--- src/rtl/bc1_dec_pkg.sv ---
package bc1_dec_pkg;

    typedef enum logic [1:0] {
        MODE_THIRDS = 2'd0,
        MODE_SCALED = 2'd1,
        MODE_BIASED = 2'd2,
        MODE_SPARE  = 2'd3
    } interp_mode_e;

    typedef struct packed {
        logic [7:0] a;
        logic [7:0] b;
        logic [7:0] g;
        logic [7:0] r;
    } texel_t;

    function automatic logic [7:0] widen5(input logic [4:0] v);
        return {v, v[4:2]};
    endfunction

    function automatic logic [7:0] widen6(input logic [5:0] v);
        return {v, v[5:4]};
    endfunction

    // exact thirds, nearer endpoint weighted twice
    function automatic logic [7:0] thirds(input int near, input int far);
        return 8'((2 * near + far) / 3);
    endfunction

    // 6-bit fixed-point weights with rounding bias
    function automatic logic [7:0] biased(input int near, input int far);
        return 8'((43 * near + 21 * far + 32) >> 6);
    endfunction

    function automatic logic [7:0] half(input int x, input int y, input int bias);
        return 8'((x + y + bias) / 2);
    endfunction

    // raw 5-bit code rules for the scaled convention
    function automatic logic [7:0] scaled_rb4(input int near5, input int far5);
        return 8'(((2 * near5 + far5) * 22) / 8);
    endfunction

    function automatic logic [7:0] scaled_rb3(input int x5, input int y5);
        return 8'(((x5 + y5) * 33) / 8);
    endfunction

    // expanded green rule for the scaled convention, k selects the weight
    function automatic logic [7:0] scaled_g(input int lo, input int hi, input int k);
        int d;
        d = hi - lo;
        return 8'((256 * lo + d / 4 + 128 + d * k) / 256);
    endfunction

endpackage

--- src/rtl/bc1_chan_interp.sv ---
module bc1_chan_interp
    import bc1_dec_pkg::*;
#(
    parameter bit WIDE = 1'b0
) (
    input  logic [5:0]   code0,
    input  logic [5:0]   code1,
    input  logic         four_mode,
    input  interp_mode_e mode,
    output logic [7:0]   ent0,
    output logic [7:0]   ent1,
    output logic [7:0]   ent2,
    output logic [7:0]   ent3
);

    int n0, n1, r0, r1;

    always_comb begin
        ent0 = WIDE ? widen6(code0) : widen5(code0[4:0]);
        ent1 = WIDE ? widen6(code1) : widen5(code1[4:0]);
        n0 = int'(ent0);
        n1 = int'(ent1);
        r0 = int'(code0);
        r1 = int'(code1);
        ent3 = 8'd0;
        case (mode)
            MODE_SCALED: begin
                if (four_mode) begin
                    ent2 = WIDE ? scaled_g(n0, n1, 80) : scaled_rb4(r0, r1);
                    ent3 = WIDE ? scaled_g(n1, n0, 80) : scaled_rb4(r1, r0);
                end else begin
                    ent2 = WIDE ? scaled_g(n0, n1, 128) : scaled_rb3(r0, r1);
                end
            end
            MODE_BIASED: begin
                if (four_mode) begin
                    ent2 = biased(n0, n1);
                    ent3 = biased(n1, n0);
                end else begin
                    ent2 = half(n0, n1, 1);
                end
            end
            default: begin
                if (four_mode) begin
                    ent2 = thirds(n0, n1);
                    ent3 = thirds(n1, n0);
                end else begin
                    ent2 = half(n0, n1, 0);
                end
            end
        endcase
    end

endmodule

--- src/rtl/bc1_palette.sv ---
module bc1_palette
    import bc1_dec_pkg::*;
#(
    parameter int EP_W    = 16,
    parameter int ENTRIES = 4
) (
    input  logic [EP_W-1:0]          ep0,
    input  logic [EP_W-1:0]          ep1,
    input  interp_mode_e             mode,
    output logic                     four_mode,
    output texel_t [ENTRIES-1:0]     pal
);

    localparam int NCH = 3;

    logic [7:0] cv [NCH][ENTRIES];

    assign four_mode = (ep0 > ep1);

    for (genvar ch = 0; ch < NCH; ch++) begin : g_ch
        logic [5:0] code0, code1;
        if (ch == 0) begin : g_red
            assign code0 = {1'b0, ep0[15:11]};
            assign code1 = {1'b0, ep1[15:11]};
        end else if (ch == 1) begin : g_grn
            assign code0 = ep0[10:5];
            assign code1 = ep1[10:5];
        end else begin : g_blu
            assign code0 = {1'b0, ep0[4:0]};
            assign code1 = {1'b0, ep1[4:0]};
        end
        bc1_chan_interp #(.WIDE(ch == 1)) i_interp (
            .code0     (code0),
            .code1     (code1),
            .four_mode (four_mode),
            .mode      (mode),
            .ent0      (cv[ch][0]),
            .ent1      (cv[ch][1]),
            .ent2      (cv[ch][2]),
            .ent3      (cv[ch][3])
        );
    end

    for (genvar k = 0; k < ENTRIES; k++) begin : g_ent
        assign pal[k].r = cv[0][k];
        assign pal[k].g = cv[1][k];
        assign pal[k].b = cv[2][k];
        assign pal[k].a = (k == ENTRIES - 1 && !four_mode) ? 8'h00 : 8'hFF;
    end

endmodule

--- src/rtl/bc1_texel_sel.sv ---
module bc1_texel_sel
    import bc1_dec_pkg::*;
#(
    parameter int TEXELS = 16,
    parameter int IDX_W  = 2,
    localparam int CNT_W = $clog2(TEXELS),
    localparam int WORD_W = TEXELS * IDX_W,
    localparam int ENTRIES = 1 << IDX_W
) (
    input  logic [WORD_W-1:0]        idx_word,
    input  logic [CNT_W-1:0]         pos,
    input  texel_t [ENTRIES-1:0]     pal,
    output logic [IDX_W-1:0]         idx,
    output texel_t                   texel
);

    assign idx   = idx_word[pos * IDX_W +: IDX_W];
    assign texel = pal[idx];

endmodule

--- src/rtl/bc1_block_decoder.sv ---
module bc1_block_decoder
    import bc1_dec_pkg::*;
#(
    parameter int TEXELS = 16,
    parameter int IDX_W  = 2,
    parameter int EP_W   = 16
) (
    input  logic        clk,
    input  logic        rst,
    input  logic        in_valid,
    output logic        in_ready,
    input  logic [63:0] in_block,
    input  logic [1:0]  in_mode,
    output logic        out_valid,
    input  logic        out_ready,
    output logic [31:0] out_texel
);

    localparam int CNT_W   = $clog2(TEXELS);
    localparam int WORD_W  = TEXELS * IDX_W;
    localparam int BLK_W   = 2 * EP_W + WORD_W;
    localparam int ENTRIES = 1 << IDX_W;
    localparam logic [CNT_W-1:0] LAST = CNT_W'(TEXELS - 1);

    logic [BLK_W-1:0]  blk_q;
    interp_mode_e      mode_q;
    logic              busy_q;
    logic [CNT_W-1:0]  cnt_q;
    logic              last_take;
    logic              accept;
    logic              four_mode;
    logic [IDX_W-1:0]  cur_idx;
    texel_t [ENTRIES-1:0] pal;
    texel_t            texel;

    assign last_take = busy_q && out_ready && (cnt_q == LAST);
    assign in_ready  = !busy_q || last_take;
    assign accept    = in_valid && in_ready;
    assign out_valid = busy_q;
    assign out_texel = texel;

    always_ff @(posedge clk) begin
        if (rst) begin
            blk_q  <= '0;
            mode_q <= MODE_THIRDS;
            busy_q <= 1'b0;
            cnt_q  <= '0;
        end else begin
            if (busy_q && out_ready) begin
                cnt_q <= (cnt_q == LAST) ? '0 : cnt_q + 1'b1;
            end
            if (accept) begin
                blk_q  <= in_block;
                mode_q <= interp_mode_e'(in_mode);
                busy_q <= 1'b1;
                cnt_q  <= '0;
            end else if (last_take) begin
                busy_q <= 1'b0;
            end
        end
    end

    bc1_palette #(.EP_W(EP_W), .ENTRIES(ENTRIES)) i_palette (
        .ep0       (blk_q[EP_W-1:0]),
        .ep1       (blk_q[2*EP_W-1:EP_W]),
        .mode      (mode_q),
        .four_mode (four_mode),
        .pal       (pal)
    );

    bc1_texel_sel #(.TEXELS(TEXELS), .IDX_W(IDX_W)) i_sel (
        .idx_word (blk_q[BLK_W-1:2*EP_W]),
        .pos      (cnt_q),
        .pal      (pal),
        .idx      (cur_idx),
        .texel    (texel)
    );

    AST_STALL_HOLDS: assert property (@(posedge clk) disable iff (rst)
        out_valid && !out_ready |=> out_valid && $stable(out_texel));

    AST_NO_EARLY_TAKE: assert property (@(posedge clk) disable iff (rst)
        out_valid && !(out_ready && cnt_q == LAST) |-> !in_ready);

    AST_TAKE_STARTS_OUT: assert property (@(posedge clk) disable iff (rst)
        in_valid && in_ready |=> out_valid && cnt_q == '0);

    AST_CLEAR_ENTRY: assert property (@(posedge clk) disable iff (rst)
        out_valid && !(blk_q[EP_W-1:0] > blk_q[2*EP_W-1:EP_W]) && cur_idx == IDX_W'(ENTRIES - 1)
        |-> out_texel == 32'd0);

    AST_OPAQUE_ALPHA: assert property (@(posedge clk) disable iff (rst)
        out_valid && (four_mode || cur_idx != IDX_W'(ENTRIES - 1))
        |-> out_texel[31:24] == 8'hFF);

    AST_ENDPOINT_ZERO: assert property (@(posedge clk) disable iff (rst)
        out_valid && cur_idx == '0 |-> out_texel[15:8] == {blk_q[10:5], blk_q[10:9]});

endmodule

--- config.mk ---
export PLATFORM = sky130hd
export DESIGN_NAME = bc1_block_decoder
export DESIGN_NICKNAME = d
export VERILOG_FILES = /design/src/rtl/bc1_dec_pkg.sv /design/src/rtl/bc1_chan_interp.sv /design/src/rtl/bc1_palette.sv /design/src/rtl/bc1_texel_sel.sv /design/src/rtl/bc1_block_decoder.sv
export SDC_FILE = /design/constraint.sdc
export NUM_CORES = 1
export LEC_CHECK = 0
export BUFFER_PORTS_ARGS = -buffer_cell sky130_fd_sc_hd__buf_2
export CAP_MARGIN = 20
export CELL_PAD_IN_SITES_DETAIL_PLACEMENT = 2
export CELL_PAD_IN_SITES_GLOBAL_PLACEMENT = 2
export CORE_MARGIN = 3
export CORE_UTILIZATION = 40
export CTS_CLUSTER_SIZE = 30
export DETAILED_ROUTE_END_ITERATION = 8
export GPL_ROUTABILITY_DRIVEN = 0
export GPL_TIMING_DRIVEN = 0
export PLACE_DENSITY_LB_ADDON = 0.1
export SYNTH_ARGS = -nofsm -noshare
export SYNTH_HDL_FRONTEND = slang
export SYNTH_SLANG_ARGS = --single-unit
--- constraint.sdc ---
create_clock -name clk -period 10.3 [get_ports clk]
set_input_delay 0.515 -clock clk [delete_from_list [all_inputs] [get_ports clk]]
set_output_delay 0.515 -clock clk [all_outputs]
set_load 0.02 [all_outputs]
# Yosys cells after proc, flatten, opt, wreduce, memory -nomap -nowiden
# Cells that the tools add are included.
# totals
ff_bits	71
input_bits	70
out_inout_bits	34
word_cells	158
# classes
addsub	57
n_mul	20
div_mod_pow	6
n_lt_le_gt_ge	2
eq_ne	3
shifts	1
mux	30
bitwise_logic	17
reduce_logical	18
# ops
cell	n
32-bit by 3-bit divider with 32-bit output (second input constant)	6
8-bit 2-to-1 mux	19
8-bit by 1-bit adder with 8-bit output	15
8-bit case mux with 2 select lines	6
14-bit by 13-bit adder with 14-bit output	6
14-bit by 6-bit adder with 14-bit output (second input constant)	6
6-bit by 8-bit multiplier with 14-bit output (first input constant)	6
5-bit by 8-bit multiplier with 13-bit output (first input constant)	6
17-bit by 32-bit adder with 32-bit output	2
32-bit by 1-bit adder with 32-bit output	2
32-bit by 9-bit adder with 32-bit output (second input constant)	2
32-bit binary-select mux with 2-bit select	1
9-bit by 8-bit adder with 10-bit output	6
7-bit by 4-bit multiplier with 10-bit output (second input constant)	4
32-bit by 16-bit adder with 32-bit output	1
32-bit by 17-bit adder with 32-bit output	1
32-bit adder	1
32-bit 2-to-1 mux	1
32-bit by 6-bit variable part select with 2-bit output	1
6-bit by 5-bit adder with 7-bit output	4
8-bit by 8-bit adder with 9-bit output	3
9-bit by 1-bit adder with 9-bit output (second input constant)	3
9-bit by 4-bit multiplier with 13-bit output (second input constant)	2
8-bit OR reduction	3
other kinds (19)	47

# Depth between registers and ports, before layout
# Gate-level depths: netlist (run 1).
# logic_depth
ltp_word	14
depth_mapped	47
depth_no_buf	46

# Hierarchy
# Synthesis (run 1) repeated with hierarchy kept, for this count alone.
# hier_totals
cells_unflattened	4202
area_unflattened_um2	33577.2
# by_module_without_submodules
mod	n_inst	cells_each	area_per_inst_um2	seq_area_each_um2
bc1_chan_interp (i_palette.g_ch[0].i_interp ...)	2	1055	8421.8	0.0
bc1_chan_interp (i_palette.g_ch[1].i_interp)	1	1463	11434.7	0.0
bc1_block_decoder	1	315	3178.0	1421.4
bc1_texel_sel	1	224	1466.4	0.0
bc1_palette	1	90	654.4	0.0

# Least setup slack after synthesis (run 1)
# Ideal clock, no wire load.
# synth_path
kind	flip-flop to output port
startpoint	reg blk_q[10]
endpoint	out out_texel[15]
t_arrival_ps	9321
required_ps	9785
setup_slack_ps	464
path_stages_with_launch	40
path_buffers	1
cell_sequence	dfxtp_1 > inv_1 > fa_1 > a21o_1 > a21oi_1 > o21ai_0 > a21oi_1 > o21bai_1 > a21o_1 > inv_1 > buf_1 > ha_1 > ha_1 > inv_1 > o21bai_1 > a21oi_1 > nand2b_1 > xnor2_1 > [... 4 more ...] > nor2b_1 > o21ai_0 > nand2b_1 > a21oi_1 > o21ai_0 > a221oi_1 > xnor2_1 > xnor2_1 > a21oi_1 > ha_1 > nand2_1 > or3_1 > nor3_1 > xor2_1 > xnor2_1 > a21oi_1 > o41ai_1 > a221oi_1
# synth_via
elab_chain_cells	14
word_cells_on_any_way	51
classes_between	add/sub: 24; mul: 4; div: 2; order compare: 1; mux: 10; bitwise: 5; reduce/logical: 5
# synth_rtl
element	line	rtl
start, declared	bc1_block_decoder.sv:25	logic [BLK_W-1:0] blk_q;
start signal, assigned	bc1_block_decoder.sv:53	blk_q <= in_block;
parallel branches: the longest is 12 deep, another holds 32-bit by 3-bit divider with 32-bit output	--	
32-bit binary-select mux with 2-bit select (*)	bc1_texel_sel.sv:18	assign texel = pal[idx];
32-bit 2-to-1 mux (not written as such) (*)	bc1_texel_sel.sv:18	
end, declared	bc1_block_decoder.sv:16	output logic [31:0] out_texel
# Mark *: on every way between the ends. The select of a mux whose other input is x is not followed.

# Final worst setup path (run 1)
# Same ends and word-level chain as after synthesis.

==> results of run 1 <==
[tightest hold or removal path, cell delays in order]
cell     delay, ns
buf_2         0.10
nand2_1       0.05
a21oi_1       0.05
[registers in the layout, summed over array words and instances, names as in the netlist]
signal     cells
mode_q         2
cnt_q          4
blk_q         64
out_valid      1
[power by group through the flow]
| stage | Sequential, mW | Combinational, mW | Clock [mW] |
|---|---|---|---|
| 2_1_floorplan | 0.324 | 3.36 | 0 |
| 3_3_place_gp | 0.357 | 4.76 | 0 |
| 3_5_place_dp | 0.353 | 5.01 | 0 |
| 4_1_cts | 0.345 | 5.12 | 0.294 |
| 5_1_grt | 0.348 | 5.85 | 0.307 |
| 6_report | 0.347 | 5.35 | 0.289 |
[cells in the final DEF, fill, tap and decap left out, types with 13 or more instances in the layout]
cell type and n:
o211ai_1 41, mux2i_1 22, inv_1 485, o31ai_1 23, a31oi_1 25, o311ai_0 13
or3_1 23, o21a_1 19, clkbuf_1 113, nor3_1 88, a221oi_1 38, o21ai_0 156
dfxtp_1 62, a21oi_2 13, a211o_1 17, nor2b_1 24, buf_2 121, nand2b_1 30
nand2_1 344, a211oi_1 35, buf_4 42, xnor2_1 207, nor2_1 215, and2_1 20
o22ai_1 17, a21o_1 71, a21oi_1 311, and3_1 21, nand4_1 27, a22oi_1 18
nor4_1 22, fa_1 218, ha_1 511, o21bai_1 51, mux4_2 14, nand3_1 77
xor2_1 89
[through the flow]
stage	worst slack, ns	total power, mW	util, %	cell area (um^2)	TNS [ns]
floorplan	0.465	3.68	-	29500	0
global placement	-2.77	5.12	43.1	31100	-18.52
detailed placement	-1.90	5.36	43.3	31300	-11.54
CTS	0.0315	5.75	43.9	31700	0
global route	-0.187	6.50	44.5	32200	-0.691
finish	0.211	5.99	44.5	32200	0
[cells in the mapped netlist, types with 35 or more instances]
master	instances	area share, %
xor2_1	92	2.7
o211ai_1	41	1.0
fa_1	219	15
clkbuf_1	117	1.5
inv_1	490	6.2
xnor2_1	211	6.3
nor2_1	217	2.8
nor3_1	89	1.5
nand3_1	78	1.3
ha_1	518	22
o21bai_1	53	1.4
a221oi_1	41	1.2
a21o_1	71	1.8
dfxtp_1	71	4.8
o21ai_0	162	2.8
nand2_1	344	4.4
a211oi_1	35	0.89
a21oi_1	322	5.5
[what timing repair did]
| item | in CTS | in global routing |
|---|---|---|
| setup buffers | 8 | 24 |
| pin swaps | 6 | 20 |
| endpoints found under the setup margin | 8 | 8 |
| gates resized for setup | 35 | 54 |
[per-layer routing]
metal	global-route usage, %	vias up	part of all wire, %
li1	-	13621	-
met1	41.3	15283	43
met3	3.62	287	5.2
met2	56.0	804	48
met5	0	-	0
met4	10.6	0	4.2
[path summary, 6_finish.rpt]
path	slack, ns	end	start
hold reg to reg	0.46	blk_q[33]	blk_q[33]
setup / recovery	0.21	out_texel[15]	blk_q[10]
setup reg to reg	7.80	blk_q[3]	cnt_q[0]
hold / removal	0.41	blk_q[11]	in_block[11]
[final cells by class]
cell class | count | area [um^2] | share of cell area, %
diodes | 1 | 2.50 | 0.00778
plain buffers | 151 | 669 | 2.08
multi-input cells | 3065 | 25800 | 80.2
clock inverters | 7 | 48.8 | 0.152
flip-flops and latches | 71 | 1450 | 4.49
repair buffers | 146 | 916 | 2.85
clock buffers | 9 | 225 | 0.700
inverters | 494 | 1870 | 5.80
well taps | 950 | 1190 | 3.70
[logic make-up after synthesis]
group,synth area share (%)
xor+xnor,9.20
fa+ha+maj,37.0
buf+inv,8.53
compound gates,23.5
simple gates,15.0
flops,4.83
mux,2.02
==> results_dict.tcl, run 1 <==
set metrics [dict create \
    status "completed" \
    hold_viol_final 0 \
    fin_cells 4894 \
    powerDensity_nw_per_um2 186 \
    cts_sinks 71 \
    ys_seq_area_share_pct 4.83 \
    critical_path_arrival_ns 9.57 \
    grt_max_degree 21 \
    slowest_stage "a221oi_2" \
    finalCritPeriodShare_pct 98.0 \
    totalWireLength_um 129000 \
    cts-root-buf "clkbuf_16" \
    grt_use_total_pct 32.1 \
    grt_pass1_wl_um 196000 \
    crit_cells 42 \
    power.leakage_nw 15.6 \
    hpwl_um 104000 \
    drv_slew 0 \
    required_ns 9.79 \
    dieArea_um2 76900 \
    hold_slack_ns 0.413 \
    ant_nets 0 \
    synthArstFlopShare_pct 0 \
    p_int_mw 2.40 \
    drc 0 \
    netlist_area_um2 29500 \
    synth_edf_count 0 \
    grt_overflow 0 \
    power_frac_comb_pct 89.4 \
    clock_latency_ns 0.34 \
    syn_to_final_growth_pct 9.21 \
    clkTransAtPathRegs_ns 0.06 \
    path_max_fanout 9 \
    vias 29995 \
    yosysWarnings 0 \
    synth_top_flop_cell "dfxtp_1" \
    die_x_um 277 \
    whs_path_depth 3 \
    synth_cell_types 107 \
    core_area_um2 72200 \
    syn-instance-count 3784 \
    synth-seq-cells 71 \
    cts_tree "built" \
    worstPathBufferInverterCount 4 \
    ios 104 \
    cp_top_family "compound AO/OA/AOI/OAI gates" \
    max_stage_delay_ns 0.54 \
    end_kind "output pin" \
    finClkSkew_ns 0.00821 \
    avgRoutedWirePerCell_um 26.4 \
    crit_type "reg -> out" \
    pwr-share-clk_pct 4.8 \
    grt_pass1_vias 32615 \
    peakVddDrop_mv 0.365 \
    syn_nets 4591 \
    firstDrtPassIters 9 \
    cts_made_buffers 9 \
    fin_crit_ns 10.09 \
    nFillCells 8411 \
    max-clock-path-buffers 2 \
    drive_gt1_share_pct 8.19 \
    clock.fmax_ghz 0.0991 \
    row_count 98 \
    initial_core_util_pct 40.8 \
    h-tree-depth 3 \
    startpoint_type "flip-flop" \
    drt_iter0_markers 1857 \
    die_y_um 277 \
    r2r_cells 8 \
    fin_nets 4745 \
    p_switching_mw 3.59 \
    setup_violations 0 \
    syn_avg_cell_area_um2 7.78 \
    via_per_inst 6.13 \
    slew-limit-headroom_pct 19.3 \
    tightestPinTransition_ns 1.21 \
    drv_cap 0 \
    hp-class "in -> reg" \
    seqPwrFrac_pct 5.8 \
    hold_buffers 0 \
    dp_cells 4844 \
    swShare_pct 60.0 \
    port_buffers 102 \
    antenna_found_initial 2 \
]
Note: power is estimated with default switching activity, not from simulation.
==> run 2, diff against run 1 <==
CORE_ASPECT_RATIO = 1.75   (was unset)
SKIP_LAST_GASP = 1   (was unset)
==> run 2 against run 1 <==
Sequential cell count unchanged; final cell count decreased by 0.47%; routed wire length is 5.6% higher; largest power group unchanged.
==> results_dict.tcl, run 2 (synthesis results as in run 1) <==
set metrics [dict create \
    status "completed" \
    hold_buffers 0 \
    hold_slack_ns 0.367 \
    core_area_um2 72900 \
    grt_pass1_wl_um 201000 \
    firstDrtPassIters 5 \
    port_buffers 102 \
    fin_crit_ns 10.20 \
    drive_gt1_share_pct 8.23 \
    grt_max_degree 20 \
    crit_type "reg -> out" \
    power_frac_comb_pct 88.8 \
    top_regs "blk_q: 64 flops, cnt_q: 4 flops, mode_q: 2 flops" \
    syn_to_final_growth_pct 9.16 \
    fin_nets 4739 \
    drt_iter0_markers 1510 \
    power.leakage_nw 15.6 \
    powerDensity_nw_per_um2 190 \
    grt_use_total_pct 34.1 \
    ant_nets 0 \
    design_area_um2 32100 \
    vias 30348 \
    path_max_fanout 13 \
    drv_slew 0 \
    cts_tree "built" \
    max_stage_delay_ns 0.38 \
    via_per_inst 6.23 \
    drv_cap 0 \
    swShare_pct 60.8 \
    regMostFlops "blk_q" \
    h-tree-depth 3 \
    clkTransAtPathRegs_ns 0.08 \
    cts-root-buf "clkbuf_16" \
    dieArea_um2 77000 \
    place_area_um2 31200 \
    hp-class "in -> reg" \
    grt_overflow 0 \
    required_ns 9.79 \
    seqPwrFrac_pct 5.6 \
    final_common_cell "ha_1" \
    row_count 131 \
    largest_reg_flops 64 \
    antenna_found_initial 10 \
    die_y_um 365 \
    hold_viol_final 0 \
    tightestPinTransition_ns 1.19 \
    startpoint_type "flip-flop" \
    peakVddDrop_mv 0.141 \
    cts_made_buffers 9 \
    ios 104 \
    clock_latency_ns 0.37 \
    totalWireLength_um 136000 \
    finClkSkew_ns 0.0201 \
    pwr-share-clk_pct 5.5 \
    slew-limit-headroom_pct 20.9 \
    max-clock-path-buffers 2 \
    clock.fmax_ghz 0.0981 \
    finalCritPeriodShare_pct 99.0 \
    slowest_stage "dfxtp_4" \
    avgRoutedWirePerCell_um 28.0 \
    drc 0 \
    p_int_mw 2.39 \
    hpwl_um 111000 \
    initial_core_util_pct 40.4 \
    p_switching_mw 3.71 \
    final_cell_mix "512 x ha_1, 486 x inv_1, 344 x nand2_1, 308 x a21oi_1, 218 x fa_1" \
    end_kind "output pin" \
    cts_sinks 71 \
    critical_path_arrival_ns 9.68 \
    setup_violations 0 \
    grt_pass1_vias 34378 \
    die_x_um 211 \
    fin_setup_tns_ns 0 \
]
[run 2: timing repair]
item / in CTS / in global routing
pin swaps: 10 / 21
setup buffers: 11 / 19
resized for setup: 47 / 57
endpoints found under the setup margin: 8 / 9
gates cloned: 0 / 0
[run 2: cell type report]
type	instances	area, um^2
multi-input cells	3065	25800
clock buffers	10	239
clock inverters	6	51.3
well taps	931	1160
diodes	3	7.51
inverters	494	1870
flip-flops and latches	71	1460
fillers	8541	40800
repair buffers	139	866
plain buffers	152	671
[run 2: power groups by stage]
stage | clock, mW | combinational (mW) | sequential (mW)
3_3_place_gp | 0 | 4.84 | 0.355
2_1_floorplan | 0 | 3.36 | 0.324
5_1_grt | 0.350 | 5.87 | 0.345
6_report | 0.337 | 5.42 | 0.344
3_5_place_dp | 0 | 5.07 | 0.355
4_1_cts | 0.337 | 5.19 | 0.345
[run 2: worst paths after layout]
path | depth (start not counted) | start | end | slack (ns)
worst min-delay path | 3 | in_block[9] | blk_q[9] | 0.37
worst max-delay path | 42 | blk_q[10] | out_texel[14] | 0.10
worst min register to register | 2 | blk_q[42] | blk_q[42] | 0.46
worst max register to register | 8 | cnt_q[0] | blk_q[17] | 7.56
[run 2: stage by stage]
step / std cells / setup WS (ns) / utilization, % / power (mW)
global placement: 4817 / -2.93 / 42.7 / 5.20
floorplan: 3784 / 0.465 / - / 3.68
global route: 4868 / -0.297 / 44.1 / 6.56
CTS: 4849 / -0.0143 / 43.6 / 5.88
detailed placement: 4824 / -2.34 / 42.8 / 5.42
finish: 4871 / 0.103 / 44.1 / 6.10
[run 2: routing by layer]
metal  GRT usage [%]  vias to the layer above  share of wire (%)
li1                -                    13609                  -
met3            4.39                      544                4.0
met2            66.8                      923                 53
met1            31.3                    15260                 33
met5               0                        -              0.067
met4            26.0                       12                 10
[run 2: worst max-delay path, delay by kind of cell, from the launching register on]
kind	cells	cell delay (ns)
flip-flops	1	0.38
adder cells (fa/ha/maj)	6	1.76
AND/OR/NAND/NOR	6	1.07
AO/OA/AOI/OAI	20	4.05
buffers and inverters	5	0.74
XOR/XNOR	5	1.29
==> run 3, diff against run 2 <==
RECOVER_POWER = 100   (was unset)
==> run 3 against run 2 <==
Combinational power about the same; clock skew increased by 0.0016 ns; critical path depth fell by 2; setup slack worse by 0.0077 ns; sequential share of layout area is essentially flat; non-clock buffer count stayed put; design area about the same; sequential cell count unchanged; global-route usage did not move; final cell count barely moved; clock power about the same; count of clock-buffer cells in the layout is the same; critical endpoint unchanged.
==> results_dict.tcl, run 3 (synthesis results as in run 1) <==
set metrics [dict create \
    crit_path_start "blk_q[7]" \
    cts-root-buf "clkbuf_16" \
    required_ns 9.79 \
    drv_cap 0 \
    syn_to_final_growth_pct 9.07 \
    powerDensity_nw_per_um2 190 \
    core_area_um2 72900 \
    drv_slew 0 \
    max_stage_delay_ns 0.56 \
    ant_nets 0 \
    cts_made_buffers 9 \
    ff2ff_setup_slack_ns 7.54 \
    fin_nets 4739 \
    die_y_um 365 \
    max-clock-path-buffers 2 \
    firstDrtPassIters 5 \
    clkTransAtPathRegs_ns 0.09 \
    status "completed" \
    die_x_um 211 \
    path_max_fanout 15 \
    h-tree-depth 3 \
    r2r_start "cnt_q[0]" \
    hold_viol_final 0 \
    initial_core_util_pct 40.4 \
    fin_crit_ns 10.20 \
    grt_pass1_vias 34378 \
    totalWireLength_um 136000 \
    drive_gt1_share_pct 7.85 \
    avgRoutedWirePerCell_um 28.0 \
    place_ws_ns -2.34 \
    r2r_cells 8 \
    finClkSkew_ns 0.0217 \
    grt_pass1_wl_um 201000 \
    startpoint_type "flip-flop" \
    largest_reg_flops 64 \
    grt_overflow 0 \
    cts_sinks 71 \
    dieArea_um2 77000 \
    via_per_inst 6.24 \
    ios 104 \
    setup_ws_ns 0.0953 \
    final_cell_mix "512 x ha_1, 486 x inv_1, 344 x nand2_1, 309 x a21oi_1, 218 x fa_1" \
    r2r-end "blk_q[20]" \
    power.leakage_nw 15.6 \
    top_regs "blk_q: 64 flops, cnt_q: 4 flops, mode_q: 2 flops" \
    antenna_found_initial 9 \
    hpwl_um 111000 \
    critical_path_arrival_ns 9.69 \
    timing.critical_path.to "out_texel[14]" \
    peakVddDrop_mv 0.141 \
    clock_latency_ns 0.38 \
    finalCritPeriodShare_pct 99.1 \
    grt_max_degree 20 \
    drt_iter0_markers 1470 \
    hold_buffers 0 \
    tightestPinTransition_ns 1.18 \
    setup_violations 0 \
    crit_type "reg -> out" \
    slowest_stage "dfxtp_4" \
    cts_tree "built" \
    row_count 131 \
    postLayoutCoreUtil_pct 44.0 \
    regMostFlops "blk_q" \
    port_buffers 102 \
    slew-limit-headroom_pct 21.3 \
    hp-class "in -> reg" \
    grt_use_total_pct 34.1 \
    drc 0 \
    end_kind "output pin" \
    clock.fmax_ghz 0.0980 \
    vias 30368 \
    final_common_cell "ha_1" \
]
[run 3: area by class of cell]
class	instances	area (um^2)
clock buffer	10	239
tap	931	1160
clock inverter	6	51.3
timing repair buffer	139	848
inverter	494	1870
buffer	152	671
sequential	71	1460
fill	8546	40800
antenna	2	5.00
multi-input combinational	3065	25800
[run 3: worst min-delay path by stage]
stage	startpoint	end	slack [ns]	depth (start not counted)
3_3_place_gp	blk_q[62]	blk_q[62]	0.44	2
2_1_floorplan	blk_q[36]	blk_q[36]	0.43	2
4_1_cts	in_block[9]	blk_q[9]	0.37	3
3_5_place_dp	blk_q[42]	blk_q[42]	0.45	2
5_1_grt	in_block[9]	blk_q[9]	0.38	3
6_report	in_block[9]	blk_q[9]	0.36	3
[run 3: repair_timing]
action	CTS	global route
endpoints found under the setup margin	8	9
gates resized for setup	47	57
buffers inserted	11	19
pin swaps	10	21
[run 3: power by group]
part           internal, mW  total, mW  switching [mW]
registers             0.289      0.343          0.0544
logic                  1.93       5.43            3.50
clock network         0.174      0.339           0.165
[run 3: stage by stage]
stage	instances	setup TNS (ns)	hold WS [ns]	power (mW)	instance area [um^2]
4_1_cts	4849	-0.0153	0.368	5.88	31800
3_3_place_gp	4817	-18.65	0.440	5.20	31100
3_5_place_dp	4824	-13.76	0.450	5.42	31200
6_report	4870	0	0.363	6.11	32100
5_1_grt	4868	-0.911	0.385	6.56	32100
2_1_floorplan	3784	0	0.433	3.68	29500
[run 3: layer usage]
layer  track usage (%)  routed length [um]  share of wire [%]  vias to the layer above
met3              4.39                5500                4.0                      552
met5                 0                  81              0.059                        -
li1                  -                   -                  -                    13611
met4              26.0               13800                 10                       12
met2              66.8               72200                 53                      962
met1              31.3               44500                 33                    15231
[run 3: critical path: cells and delay by family, from the launching register on]
family          cells  cell delay, ns
compound gates     18            3.46
xor+xnor            5            1.46
fa+ha+maj           6            1.97
buf+inv             7            1.09
flops               1            0.56
simple gates        4            0.74
